[src/rtl/tod_pkg.sv]
package tod_pkg;

    // Fixed field widths of the time value
    localparam int SEC_W  = 48;
    localparam int NS_W   = 30;
    localparam int DATA_W = 32;
    localparam int ADDR_W = 8;
    localparam int SEC_LO_W = 32;

    localparam int unsigned NS_PER_SEC = 1_000_000_000;

    // Register byte addresses
    localparam logic [ADDR_W-1:0] RA_RATE_HZ     = 8'h00;
    localparam logic [ADDR_W-1:0] RA_TIME_NS     = 8'h10;
    localparam logic [ADDR_W-1:0] RA_SEC_LO      = 8'h14;
    localparam logic [ADDR_W-1:0] RA_SEC_HI      = 8'h18;
    localparam logic [ADDR_W-1:0] RA_STEP        = 8'h20;
    localparam logic [ADDR_W-1:0] RA_ALT_STEP    = 8'h24;
    localparam logic [ADDR_W-1:0] RA_ALT_CYCLES  = 8'h28;
    localparam logic [ADDR_W-1:0] RA_DRIFT_STEP  = 8'h2C;
    localparam logic [ADDR_W-1:0] RA_DRIFT_GAP   = 8'h30;

    typedef struct packed {
        logic [SEC_W-1:0] sec;
        logic [NS_W-1:0]  ns;
    } tod_time_t;

    typedef enum logic [0:0] {
        SRC_NOMINAL = 1'b0,
        SRC_ALT     = 1'b1
    } step_src_e;

    // Fold a raw nanosecond sum back into one second
    function automatic logic [NS_W-1:0] fold_ns(input logic [NS_W:0] raw, input logic wrap);
        logic [NS_W:0] t;
        t = wrap ? raw - (NS_W+1)'(NS_PER_SEC) : raw;
        return t[NS_W-1:0];
    endfunction

endpackage

[src/rtl/tod_step_sel.sv]
module tod_step_sel
    import tod_pkg::*;
#(
    parameter int STEP_W  = 20,
    parameter int CNT_W   = 20,
    parameter int DRIFT_W = 16
) (
    input  logic               clk,
    input  logic               rst,
    input  logic [STEP_W-1:0]  step,
    input  logic [STEP_W-1:0]  alt_step,
    input  logic               alt_load,
    input  logic [CNT_W-1:0]   alt_load_val,
    input  logic [DRIFT_W-1:0] drift_step,
    input  logic [DRIFT_W-1:0] drift_gap,
    input  logic               gap_restart,
    output logic [CNT_W-1:0]   alt_left,
    output logic               drift_fire,
    output logic [STEP_W:0]    incr
);
    localparam int INC_W = STEP_W + 1;

    step_src_e          src;
    logic [DRIFT_W-1:0] gap_cnt;
    logic [STEP_W-1:0]  base;

    // Alternate-step window countdown; a write reloads or cancels it
    always_ff @(posedge clk) begin
        if (rst) begin
            alt_left <= '0;
        end else if (alt_load) begin
            alt_left <= alt_load_val;
        end else if (alt_left != '0) begin
            alt_left <= alt_left - CNT_W'(1);
        end
    end

    // Drift interval timer
    always_ff @(posedge clk) begin
        if (rst || gap_restart || drift_gap == '0) begin
            gap_cnt <= '0;
        end else if (drift_fire) begin
            gap_cnt <= '0;
        end else begin
            gap_cnt <= gap_cnt + DRIFT_W'(1);
        end
    end

    always_comb begin
        drift_fire = (drift_gap != '0) && (gap_cnt == drift_gap - DRIFT_W'(1));
        src        = (alt_left != '0) ? SRC_ALT : SRC_NOMINAL;
        base       = (src == SRC_ALT) ? alt_step : step;
        incr       = INC_W'(base) + (drift_fire ? INC_W'(drift_step) : INC_W'(0));
    end

endmodule

[src/rtl/tod_time_acc.sv]
module tod_time_acc
    import tod_pkg::*;
#(
    parameter int STEP_W = 20,
    parameter int FRAC_W = 16
) (
    input  logic          clk,
    input  logic          rst,
    input  logic [STEP_W:0] incr,
    input  logic          commit,
    input  tod_time_t     commit_time,
    output tod_time_t     now_time
);
    localparam int ACC_W = NS_W + FRAC_W + 1;

    logic [FRAC_W-1:0] frac;
    logic [ACC_W-1:0]  sum;
    logic [NS_W:0]     ns_raw;
    logic              wrap;
    tod_time_t         next_time;
    logic [FRAC_W-1:0] next_frac;

    always_comb begin
        sum       = {1'b0, now_time.ns, frac} + ACC_W'(incr);
        ns_raw    = sum[ACC_W-1:FRAC_W];
        next_frac = sum[FRAC_W-1:0];
        wrap      = ns_raw >= (NS_W+1)'(NS_PER_SEC);
        next_time.ns  = fold_ns(ns_raw, wrap);
        next_time.sec = now_time.sec + (wrap ? SEC_W'(1) : SEC_W'(0));
    end

    always_ff @(posedge clk) begin
        if (rst) begin
            now_time <= '0;
            frac     <= '0;
        end else if (commit) begin
            now_time <= commit_time;
            frac     <= '0;
        end else begin
            now_time <= next_time;
            frac     <= next_frac;
        end
    end

endmodule

[src/rtl/tod_regbank.sv]
module tod_regbank
    import tod_pkg::*;
#(
    parameter int unsigned REF_HZ       = 156_250_000,
    parameter int unsigned NOMINAL_STEP = 'h66666,
    parameter int STEP_W  = 20,
    parameter int CNT_W   = 20,
    parameter int DRIFT_W = 16
) (
    input  logic               clk,
    input  logic               rst,
    input  logic               wr_en,
    input  logic               rd_en,
    input  logic [ADDR_W-1:0]  addr,
    input  logic [DATA_W-1:0]  wdata,
    output logic [DATA_W-1:0]  rdata,
    input  tod_time_t          now_time,
    input  logic [CNT_W-1:0]   alt_left,
    output logic [STEP_W-1:0]  step,
    output logic [STEP_W-1:0]  alt_step,
    output logic               alt_load,
    output logic [CNT_W-1:0]   alt_load_val,
    output logic [DRIFT_W-1:0] drift_step,
    output logic [DRIFT_W-1:0] drift_gap,
    output logic               gap_restart,
    output logic               commit,
    output tod_time_t          commit_time,
    output logic [SEC_W-1:0]   stage_sec,
    output logic [SEC_W-1:0]   snap_sec
);
    localparam int HI_W = SEC_W - SEC_LO_W;

    logic wr_hit_ns, wr_hit_hi, wr_hit_lo, rd_hit_ns;

    always_comb begin
        wr_hit_ns   = wr_en && addr == RA_TIME_NS;
        wr_hit_hi   = wr_en && addr == RA_SEC_HI;
        wr_hit_lo   = wr_en && addr == RA_SEC_LO;
        rd_hit_ns   = rd_en && addr == RA_TIME_NS;
        alt_load    = wr_en && addr == RA_ALT_CYCLES;
        gap_restart = wr_en && addr == RA_DRIFT_GAP;
        alt_load_val = wdata[CNT_W-1:0];
        commit          = wr_hit_ns;
        commit_time.sec = stage_sec;
        commit_time.ns  = wdata[NS_W-1:0];
    end

    // Staging of seconds, control registers
    always_ff @(posedge clk) begin
        if (rst) begin
            stage_sec  <= '0;
            step       <= STEP_W'(NOMINAL_STEP);
            alt_step   <= '0;
            drift_step <= '0;
            drift_gap  <= '0;
        end else if (wr_en) begin
            if (wr_hit_hi) stage_sec[SEC_W-1:SEC_LO_W] <= wdata[HI_W-1:0];
            if (wr_hit_lo) stage_sec[SEC_LO_W-1:0]     <= wdata;
            if (addr == RA_STEP)        step       <= wdata[STEP_W-1:0];
            if (addr == RA_ALT_STEP)    alt_step   <= wdata[STEP_W-1:0];
            if (addr == RA_DRIFT_STEP)  drift_step <= wdata[DRIFT_W-1:0];
            if (gap_restart)            drift_gap  <= wdata[DRIFT_W-1:0];
        end
    end

    // Snapshot of seconds on a nanoseconds read
    always_ff @(posedge clk) begin
        if (rst) begin
            snap_sec <= '0;
        end else if (rd_hit_ns) begin
            snap_sec <= now_time.sec;
        end
    end

    // Registered read mux
    always_ff @(posedge clk) begin
        if (rst) begin
            rdata <= '0;
        end else if (rd_en) begin
            case (addr)
                RA_RATE_HZ:    rdata <= DATA_W'(REF_HZ);
                RA_TIME_NS:    rdata <= DATA_W'(now_time.ns);
                RA_SEC_LO:     rdata <= snap_sec[SEC_LO_W-1:0];
                RA_SEC_HI:     rdata <= DATA_W'(snap_sec[SEC_W-1:SEC_LO_W]);
                RA_STEP:       rdata <= DATA_W'(step);
                RA_ALT_STEP:   rdata <= DATA_W'(alt_step);
                RA_ALT_CYCLES: rdata <= DATA_W'(alt_left);
                RA_DRIFT_STEP: rdata <= DATA_W'(drift_step);
                RA_DRIFT_GAP:  rdata <= DATA_W'(drift_gap);
                default:       rdata <= '0;
            endcase
        end
    end

endmodule

[src/rtl/time_of_day_clock.sv]
module time_of_day_clock
    import tod_pkg::*;
#(
    parameter int unsigned REF_HZ       = 156_250_000,
    parameter int unsigned NOMINAL_STEP = 'h66666,
    parameter int STEP_W  = 20,
    parameter int FRAC_W  = 16,
    parameter int CNT_W   = 20,
    parameter int DRIFT_W = 16
) (
    input  logic              clk,
    input  logic              rst,
    input  logic              wr_en,
    input  logic              rd_en,
    input  logic [7:0]        addr,
    input  logic [31:0]       wdata,
    output logic [31:0]       rdata,
    output logic [47:0]       time_sec,
    output logic [29:0]       time_ns
);
    tod_time_t          now_time;
    tod_time_t          commit_time;
    logic               commit;
    logic [STEP_W-1:0]  step, alt_step;
    logic               alt_load, gap_restart, drift_fire;
    logic [CNT_W-1:0]   alt_load_val, alt_left;
    logic [DRIFT_W-1:0] drift_step, drift_gap;
    logic [STEP_W:0]    incr;
    logic [SEC_W-1:0]   stage_sec, snap_sec;

    tod_regbank #(
        .REF_HZ(REF_HZ), .NOMINAL_STEP(NOMINAL_STEP),
        .STEP_W(STEP_W), .CNT_W(CNT_W), .DRIFT_W(DRIFT_W)
    ) u_regs (
        .clk(clk), .rst(rst), .wr_en(wr_en), .rd_en(rd_en),
        .addr(addr), .wdata(wdata), .rdata(rdata),
        .now_time(now_time), .alt_left(alt_left),
        .step(step), .alt_step(alt_step),
        .alt_load(alt_load), .alt_load_val(alt_load_val),
        .drift_step(drift_step), .drift_gap(drift_gap),
        .gap_restart(gap_restart),
        .commit(commit), .commit_time(commit_time),
        .stage_sec(stage_sec), .snap_sec(snap_sec)
    );

    tod_step_sel #(
        .STEP_W(STEP_W), .CNT_W(CNT_W), .DRIFT_W(DRIFT_W)
    ) u_step (
        .clk(clk), .rst(rst),
        .step(step), .alt_step(alt_step),
        .alt_load(alt_load), .alt_load_val(alt_load_val),
        .drift_step(drift_step), .drift_gap(drift_gap),
        .gap_restart(gap_restart),
        .alt_left(alt_left), .drift_fire(drift_fire), .incr(incr)
    );

    tod_time_acc #(
        .STEP_W(STEP_W), .FRAC_W(FRAC_W)
    ) u_acc (
        .clk(clk), .rst(rst), .incr(incr),
        .commit(commit), .commit_time(commit_time),
        .now_time(now_time)
    );

    assign time_sec = now_time.sec;
    assign time_ns  = now_time.ns;

endmodule

[config.mk]
export PLATFORM = sky130hd
export DESIGN_NAME = time_of_day_clock
export DESIGN_NICKNAME = d
export VERILOG_FILES = /design/src/rtl/tod_pkg.sv /design/src/rtl/tod_step_sel.sv /design/src/rtl/tod_time_acc.sv /design/src/rtl/tod_regbank.sv /design/src/rtl/time_of_day_clock.sv
export SDC_FILE = /design/constraint.sdc
export NUM_CORES = 1
export LEC_CHECK = 0
export ABC_CLOCK_PERIOD_IN_PS = 14700
export BUFFER_PORTS_ARGS = -buffer_cell sky130_fd_sc_hd__buf_4
export CAP_MARGIN = 20
export CORE_MARGIN = 1
export CORE_UTILIZATION = 61
export DETAILED_ROUTE_END_ITERATION = 7
export PLACE_DENSITY_LB_ADDON = 0.05
export SLEW_MARGIN = 20
export SYNTH_ARGS = -nofsm -noshare
export SYNTH_HDL_FRONTEND = slang
export SYNTH_SLANG_ARGS = --single-unit
[constraint.sdc]
create_clock -name clk -period 14.7 [get_ports clk]
set_clock_uncertainty 0.05 [all_clocks]
set_input_delay 0.735 -clock clk [delete_from_list [all_inputs] [get_ports clk]]
set_output_delay 0.735 -clock clk [all_outputs]
set_load 0.01 [all_outputs]
Word level (Yosys, flattened, before mapping)
Index checks and enable logic that the tools add are counted.
{"block": "totals", "in_bits": 44, "output_inout_bits": 110, "reg_bits": 330, "elab_cells": 61}
{"block": "op_classes", "add_sub_neg": 7, "mux": 9, "order_cmp": 1, "reduce_logical": 22, "n_eq_ne": 9}
{"op": "case mux 32 bit (9 select lines)", "count": 1}
{"op": "two-way mux 78 bit", "count": 1}
{"op": "two-way mux 20 bit", "count": 3}
{"op": "adder 48 bit", "count": 1}
{"op": "adder 46 x 21 -> 47 bit", "count": 1}
{"op": "equality test 8 x 6 -> 1 bit, second input constant", "count": 5}
{"op": "greater-or-equal comparator 31 x 30 -> 1 bit, second input constant", "count": 1}
{"op": "two-way mux 30 bit", "count": 1}
{"op": "subtractor 30 bit, second input constant", "count": 1}
{"op": "equality test 8 x 5 -> 1 bit, second input constant", "count": 3}
{"op": "adder 20 x 21 -> 21 bit", "count": 1}
{"op": "nonzero test 20 bit", "count": 1}
{"op": "subtractor 20 x 1 -> 20 bit, second input constant", "count": 1}
{"op": "adder 16 x 1 -> 16 bit, second input constant", "count": 1}
{"op": "equality test 16 bit", "count": 1}
{"op": "zero test 16 bit", "count": 1}
{"op": "two-way mux 16 bit", "count": 1}
{"op": "nonzero test 16 bit", "count": 1}
{"op": "subtractor 16 x 1 -> 16 bit, second input constant", "count": 1}
{"op": "AND reduction 2 bit", "count": 6}
{"op": "zero test 8 bit", "count": 1}
{"op": "logical AND 1 bit", "count": 7}
{"op": "OR reduction 2 bit", "count": 2}
{"op": "logical OR 1 bit", "count": 2}
{"op": "other kinds (2)", "count": 3}

Longest topological paths before layout
Gate-level depths: netlist (run 1).
{"block": "depth", "word_depth": 10, "ltp_mapped": 54}

By module
A second synthesis (run 1) with hierarchy kept.
{"block": "unflattened", "hier_cells": 2622, "area_unflattened_um2": 19982.9}
{"mod": "tod_regbank", "area_each_um2": 9290.2, "cells_per_inst": 1182, "n_inst": 1}
{"mod": "tod_time_acc", "area_each_um2": 7089.3, "cells_per_inst": 950, "n_inst": 1}
{"mod": "tod_step_sel", "area_each_um2": 3603.5, "cells_per_inst": 490, "n_inst": 1}

Worst setup path before layout (run 1)
OpenSTA, ideal clock, no wires.
{"block": "synth_timing", "path_type": "flip-flop to flip-flop", "startpoint": "register u_regs.drift_gap[2]", "endpoint": "register, netlist name u_acc.now_time[77]", "setup_time_ps": 86, "path_stages_with_launch": 51, "required_time_ps": 14564, "t_arrival_ps": 10295, "slack_ps": 4270, "n_path_buf": 2, "cell_sequence": "dfxtp_1 -> or3_1 -> nor3_1 -> and4bb_1 -> nand2_1 -> nor4_1 -> xnor2_1 -> a2111oi_0 -> nand3_1 -> nor3_2 -> clkbuf_1 -> nand2_1 -> fa_1 -> nor2b_1 -> o21ai_0 -> a21boi_0 -> o21ai_0 -> a21boi_0 -> [... 15 more ...] -> nor2_1 -> o22ai_2 -> a311oi_4 -> o31ai_4 -> and2_4 -> buf_6 -> inv_1 -> ha_1 -> and3_1 -> nand2_1 -> nor3_1 -> nand3_1 -> or3_1 -> or3_1 -> nor2_1 -> nand4_1 -> xor2_1 -> a211oi_1"}
{"block": "synth_via", "elab_chain_cells": 10}
{"item": "start, declared", "line": "tod_regbank.sv:24", "rtl": "output logic [DRIFT_W-1:0] drift_gap,"}
{"item": "start signal, assigned", "line": "tod_regbank.sv:62", "rtl": "if (gap_restart) drift_gap <= wdata[DRIFT_W-1:0];"}
{"item": "subtractor 16 x 1 -> 16 bit", "line": "tod_step_sel.sv:50", "rtl": "drift_fire = (drift_gap != '0) && (gap_cnt == drift_gap - DRIFT_W'(1));"}
{"item": "equality test 16 bit", "line": "tod_step_sel.sv:50"}
{"item": "logical AND 1 bit (*)", "line": "tod_step_sel.sv:50"}
{"item": "two-way mux 16 bit (*)", "line": "tod_step_sel.sv:53", "rtl": "incr = INC_W'(base) + (drift_fire ? INC_W'(drift_step) : INC_W'(0));"}
{"item": "adder 20 x 21 -> 21 bit (*)", "line": "tod_step_sel.sv:53"}
{"item": "adder 46 x 21 -> 47 bit (*)", "line": "tod_time_acc.sv:24", "rtl": "sum = {1'b0, now_time.ns, frac} + ACC_W'(incr);"}
{"item": "greater-or-equal comparator 31 x 30 -> 1 bit (*)", "line": "tod_time_acc.sv:27", "rtl": "wrap = ns_raw >= (NS_W+1)'(NS_PER_SEC);"}
{"item": "two-way mux 1 bit (*)", "line": "tod_time_acc.sv:29", "rtl": "next_time.sec = now_time.sec + (wrap ? SEC_W'(1) : SEC_W'(0));"}
{"item": "adder 48 bit (*)", "line": "tod_time_acc.sv:29"}
{"item": "two-way mux 78 bit (*)", "line": "tod_time_acc.sv:36", "rtl": "end else if (commit) begin"}
Mark *: on every way between the ends. The rest lies on a longest branch, timed or not.
A chain may end at the register's enable or synchronous reset.

Final worst setup path (run 1)
{"block": "layout_timing", "startpoint": "register u_regs.drift_gap[2]", "endpoint": "register, netlist name u_acc.now_time[77]"}
{"block": "layout_via", "elab_chain_cells": 10}
{"item": "subtractor 16 x 1 -> 16 bit", "line": "tod_step_sel.sv:50"}
{"item": "equality test 16 bit", "line": "tod_step_sel.sv:50"}
{"item": "logical AND 1 bit (*)", "line": "tod_step_sel.sv:50"}
{"item": "two-way mux 16 bit (*)", "line": "tod_step_sel.sv:53"}
{"item": "adder 20 x 21 -> 21 bit (*)", "line": "tod_step_sel.sv:53"}
{"item": "adder 46 x 21 -> 47 bit (*)", "line": "tod_time_acc.sv:24"}
{"item": "greater-or-equal comparator 31 x 30 -> 1 bit (*)", "line": "tod_time_acc.sv:27"}
{"item": "two-way mux 1 bit (*)", "line": "tod_time_acc.sv:29"}
{"item": "adder 48 bit (*)", "line": "tod_time_acc.sv:29"}
{"item": "two-way mux 78 bit (*)", "line": "tod_time_acc.sv:36"}
Marks and branches as above.

==> flow_metrics.py, run 1 <==
metrics = {
    "route": {
        "vias": 17700,
        "post_drt_wl_per_cell_um": 21.3,
        "drt-initial-drc-count": 1906,
        "post-route-drc-count": 0,
        "firstDrtPassIters": 7,
        "drt-total-wl_um": 59500,
        "ant_nets": 0,
        "vias_per_cell": 6.35,
    },
    "synthesis": {
        "yosys.area.top_type_share_pct": 37.0,
        "yosys-mux-area-fraction_pct": 1.28,
        "synthXorXnorAreaFrac_pct": 7.16,
        "synth_top_area_cell": "dfxtp_1",
        "syn_inst": 2331,
        "ys.flop_type": "dfxtp_1",
        "synth_area_leaders": "dfxtp_1 (37%), nand2_1 (11%), a21oi_1 (6.8%)",
        "synth_cell_types": 90,
        "synth-simple-area-share_pct": 25.3,
        "ys_warn_count": 0,
        "async_reset_ff_share_pct": 0,
        "synth_area_sq_mm": 0.0178,
        "synthMostInstantiatedCell": "nand2_1",
        "synthAdderAreaFrac_pct": 3.24,
        "synth_nets": 2420,
        "synth.avg_cell_area_sq_um": 7.65,
        "ys_seq_elements": 330,
        "synth_common_cells": "nand2_1 (540), dfxtp_1 (330), a21oi_1 (242)",
        "synth_top_family_by_area": "simple AND/OR/NAND/NOR gates",
        "yosysSeqAreaShare_pct": 37.0,
        "synth_compound_area_share_pct": 21.4,
        "synth_edf_count": 0,
    },
    "cells_and_area": {
        "drive_gt1_share_pct": 11.4,
        "nets": 2470,
        "final_util_pct": 70.7,
        "syn2layout_area_growth_pct": 13.8,
        "stdcell_count": 2791,
        "diodes": 0,
        "fin_area_sq_mm": 0.0203,
    },
    "setup_path": {
        "rr_worst_depth": 48,
        "crit_start": "u_regs.drift_gap[2]$_SDFFE_PP0P_",
        "crit_type": "flop to flop",
        "cp-end-kind": "flop",
        "start_kind": "flop",
        "max_stage_delay_ns": 0.59,
        "slowest_stage": "ha_1",
        "timing.rr.start": "u_regs.drift_gap[2]$_SDFFE_PP0P_",
        "arrival_ns": 13.24,
        "crit_fanout": 17,
        "critPathRequiredTime_ns": 15.08,
    },
    "hold_path": {
        "hold_depth": 2,
        "hold_path_class": "input port to flop",
        "hold_path_startpoint": "wdata[27]",
    },
    "grt": {
        "grt_pass1_wl_um": 91700,
        "overflow": 0,
        "antenna_found_initial": 1,
        "grt_max_degree": 131,
        "grt_pass1_vias": 16300,
        "grt_use_total_pct": 38.7,
    },
    "power_and_ir_drop": {
        "power_mw": 2.47,
        "ir_drop_v": 0.000107,
        "power.density_mw_per_mm2": 122,
        "p_leak_nw": 7.58,
    },
    "timing": {
        "max_freq_ghz": 0.0778,
        "tns_ns": 0,
        "rsz0062_at_grt": "no",
        "final-hold-violation-count": 0,
        "min_period_ns": 12.85,
        "setup_violations": 0,
        "finalMaxSlewViolations": 0,
        "slew_headroom_pct": 24.6,
        "worst_pin_slew_ns": 1.13,
        "fin_crit_sh_pct": 87.4,
    },
    "place": {
        "io_buffers": 153,
        "dp.cells": 2725,
        "post_dp_cell_area_sq_mm": 0.0189,
        "gp_congestion": 0.943,
        "dp_hpwl_um": 41600,
    },
    "floorplanning": {
        "die_area_sq_mm": 0.0299,
        "rows": 62,
        "num_io_pins": 154,
        "die_x_um": 173,
        "die_height_um": 173,
        "initial_core_util_pct": 62.1,
        "core_sq_mm": 0.0287,
    },
    "run_status": {
        "status": "complete, no violations",
    },
    "clock_network": {
        "clk-insertion-delay-late_ns": 0.53,
        "cts_buffers": 37,
        "cts.sinks": 330,
        "cts_tree": "yes",
        "cts_hold_buf": 0,
        "cts_resized": 0,
        "ctsHtreeMaxLevel": 2,
        "clk_pin_slew_ns": 0.06,
        "clock_tree.buffer_depth": 3,
        "cts_setup_buffers": 0,
        "cts_root_buf": "clkbuf_16",
    },
    "job": {
        "maxCapViolations": 0,
    },
}
==> stage by stage <==
stage | setup WS (ns) | hold slack [ns]
4_1_cts | 2.04 | 0.380
3_5_place_dp | 2.19 | 0.396
6_report | 1.85 | 0.393
3_3_place_gp | 2.67 | 0.392
5_1_grt | 0.844 | 0.385
2_1_floorplan | 4.27 | 0.382
==> cells in the final DEF, fill, tap and decap left out, drive strengths merged, types with 52 or more instances in the layout <==
cell type  count
xnor2         76
a211oi        77
clkbuf        52
o21ai         58
nor3          52
nand2        540
buf          169
xor2          69
a21oi        244
dfxtp        330
nand3         61
nor2         203
==> per-layer routing <==
| layer | routed length, um | vias up | share of wire, % | global-route usage [%] |
|---|---|---|---|---|
| met5 | 9 | - | 0.015 | 0 |
| met4 | 2810 | 2 | 4.7 | 18.1 |
| met3 | 6210 | 183 | 10 | 6.57 |
| met2 | 26400 | 1013 | 44 | 59.5 |
| met1 | 24100 | 8282 | 40 | 52.8 |
| li1 | - | 8250 | - | - |
==> sequential cells by signal (all words and copies together), names as in the netlist <==
register	count
u_regs.stage_sec	48
u_regs.drift_step	16
u_regs.drift_gap	16
u_regs.rdata	32
u_regs.step	20
u_acc.frac	16
u_regs.snap_sec	48
u_regs.alt_step	20
u_acc.now_time	78
u_step.gap_cnt	16
u_step.alt_left	20
==> final timing paths <==
path | slack [ns] | to
max reg2reg | 1.85 | u_acc.now_time[77]$_SDFF_PP0_
min reg2reg | 0.40 | u_regs.snap_sec[27]$_SDFFE_PP0P_
max | 1.85 | u_acc.now_time[77]$_SDFF_PP0_
min | 0.39 | u_acc.now_time[27]$_SDFF_PP0_
==> area by class of cell <==
class / count / area (sq um)
multi-input cells: 1803 / 10400
fillers: 2450 / 8410
flip-flops and latches: 330 / 6610
repair buffers: 170 / 1280
clock buffers: 51 / 1060
well taps: 384 / 480
clock inverters: 14 / 275
inverters: 39 / 146
==> where the power goes <==
group          internal, mW  switching (mW)  total [mW]
sequential            0.935          0.0525       0.988
combinational         0.175           0.287       0.463
clock                 0.631           0.384        1.01
total                  1.74           0.724        2.47
==> logic make-up (layout without fill, tap and decap cells) <==
group,after synthesis,in the layout
compound gates,568,568
buf+inv,198,274
flops,330,330
mux,22,22
simple gates,1023,1023
fa+ha+maj,45,45
xor+xnor,145,145
==> critical path: cells and delay by family, from the launching register on <==
kind / cells / cell delay [ns]
xor gates and xnor gates: 2 / 0.27
and+or+nand+nor: 24 / 6.42
adders and majority gates: 5 / 1.64
DFF: 1 / 0.36
AOI/OAI and AO/OA: 14 / 3.67
buffers and inverters: 3 / 0.33
Power figures use the tool's default switching activity.
==> run 2: changes to the inputs <==
- CORE_MARGIN: 1 -> not set
- PLACE_DENSITY: not set -> 0.9
- PLACE_DENSITY_LB_ADDON: 0.05 -> not set
==> flow_metrics.py, run 2 (same netlist as run 1, synthesis figures left out) <==
metrics = {
    "place": {
        "gp_congestion": 0.963,
        "dp_hpwl_um": 41600,
        "io_buffers": 153,
    },
    "power_and_ir_drop": {
        "p_int_mw": 1.65,
        "pwr-share-clk_pct": 38.8,
        "combPwrFrac_pct": 19.7,
        "power.density_mw_per_mm2": 118,
        "p_leak_nw": 7.54,
        "share_seq_of_total_power_pct": 41.5,
        "switching_power_mw": 0.729,
        "power.share.switching_pct": 30.6,
        "ir_drop_v": 0.000105,
    },
    "setup_path": {
        "max_stage_delay_ns": 0.61,
        "crit_fanout": 17,
        "cp-end-kind": "flop",
        "slowest_stage": "ha_1",
        "r2r_setup_slack_ns": 1.85,
        "crit_type": "flop to flop",
        "arrival_ns": 13.24,
        "start_kind": "flop",
        "critPathRequiredTime_ns": 15.09,
    },
    "clock_network": {
        "clk-insertion-delay-late_ns": 0.53,
        "ctsHtreeMaxLevel": 2,
        "cts_buffers": 36,
        "cts.sinks": 330,
        "clk_pin_slew_ns": 0.06,
        "cts_resized": 0,
        "cts_hold_buf": 0,
        "cts_root_buf": "clkbuf_16",
        "clock_tree.buffer_depth": 3,
        "cts_setup_buffers": 0,
        "cts_tree": "yes",
    },
    "run_status": {
        "status": "complete, but fails checks",
        "violations": "design-rule violations",
    },
    "cells_and_area": {
        "reg.largest.list": "u_acc.now_time (78), u_regs.snap_sec (48), u_regs.stage_sec (48)",
        "largest_reg_flops": 78,
        "syn2layout_area_growth_pct": 13.3,
        "nets": 2471,
        "diodes": 0,
        "final_cell_mix": "nand2_1 (539), dfxtp_1 (330), a21oi_1 (242)",
        "final_common_cell": "nand2_1",
        "drive_gt1_share_pct": 11.6,
        "final_util_pct": 70.4,
        "top_register": "u_acc.now_time",
    },
    "grt": {
        "antenna_found_initial": 0,
        "grt_pass1_wl_um": 91200,
        "overflow": 0,
        "grt_pass1_vias": 16500,
        "grt_max_degree": 158,
        "grt_use_total_pct": 38.5,
    },
    "timing": {
        "setup_violations": 0,
        "worst_pin_slew_ns": 1.05,
        "final-hold-violation-count": 0,
        "finalMaxSlewViolations": 0,
        "fin_crit_sh_pct": 87.4,
        "max_freq_ghz": 0.0778,
        "tns_ns": 0,
        "min_period_ns": 12.85,
        "rsz0062_at_grt": "no",
        "slew_headroom_pct": 29.8,
    },
    "floorplanning": {
        "initial_core_util_pct": 62.1,
        "die_x_um": 173,
        "core_sq_mm": 0.0287,
        "die_height_um": 173,
        "die_area_sq_mm": 0.0299,
        "num_io_pins": 154,
        "rows": 62,
    },
    "route": {
        "post_drt_wl_per_cell_um": 21.4,
        "drt-initial-drc-count": 2377,
        "firstDrtPassIters": 8,
        "vias_per_cell": 6.45,
        "ant_nets": 0,
        "post-route-drc-count": 11,
        "drt-total-wl_um": 59700,
        "vias": 18000,
    },
    "hold_path": {
        "hold_path_class": "input port to flop",
    },
    "job": {
        "maxCapViolations": 0,
    },
}
==> run 2: critical path, delay by kind of cell (launching register included) <==
family                     cells  cell delay (ns)
AOI/OAI and AO/OA             14             3.77
adders and majority gates      5             1.61
buffers and inverters          3             0.32
xor gates and xnor gates       2             0.30
and+or+nand+nor               24             6.35
DFF                            1             0.36
==> run 2: worst paths after layout <==
| kind | start | end | depth (start not counted) |
|---|---|---|---|
| max | u_regs.drift_gap[2]$_SDFFE_PP0P_ | u_acc.now_time[73]$_SDFF_PP0_ | 48 |
| min | wdata[21] | u_acc.now_time[21]$_SDFF_PP0_ | 3 |
| max reg2reg | u_regs.drift_gap[2]$_SDFFE_PP0P_ | u_acc.now_time[73]$_SDFF_PP0_ | 48 |
| min reg2reg | u_regs.stage_sec[11]$_SDFFE_PP0P_ | u_regs.stage_sec[11]$_SDFFE_PP0P_ | 2 |
==> run 2: power by group through the flow <==
stage | clock network (mW) | registers [mW] | logic, mW
after floorplan | 0 | 0.987 | 0.332
after global placement | 0 | 1.00 | 0.436
after detailed placement | 0 | 1.00 | 0.446
after CTS | 0.923 | 0.983 | 0.456
after global routing | 0.964 | 0.989 | 0.506
final | 0.924 | 0.986 | 0.468
==> run 2: per-layer routing <==
metal	up-vias	track usage (%)	wire length, um
met5	-	0	0
met4	0	18.1	2900
met3	236	8.77	7600
met2	1176	60.3	26600
met1	8348	50.2	22600
li1	8270	-	-
==> run 2: layout make-up <==
cell class              count  area [sq um]
flip-flops and latches    330          6610
repair buffers            172          1310
clock inverters            15           169
fillers                  2205          8500
inverters                  39           146
clock buffers              51          1050
well taps                 384           480
multi-input cells        1803         10400
==> run 2: metrics by stage <==
step	std cells	power [mW]	worst slack [ns]	hold slack (ns)	instance area [sq um]
6_report	2794	2.38	1.85	0.379	20200
5_1_grt	2794	2.46	0.831	0.383	20200
3_3_place_gp	2725	1.44	2.69	0.391	18900
2_1_floorplan	2331	1.32	4.27	0.382	17800
4_1_cts	2793	2.36	2.04	0.374	20200
3_5_place_dp	2727	1.45	2.12	0.396	19000
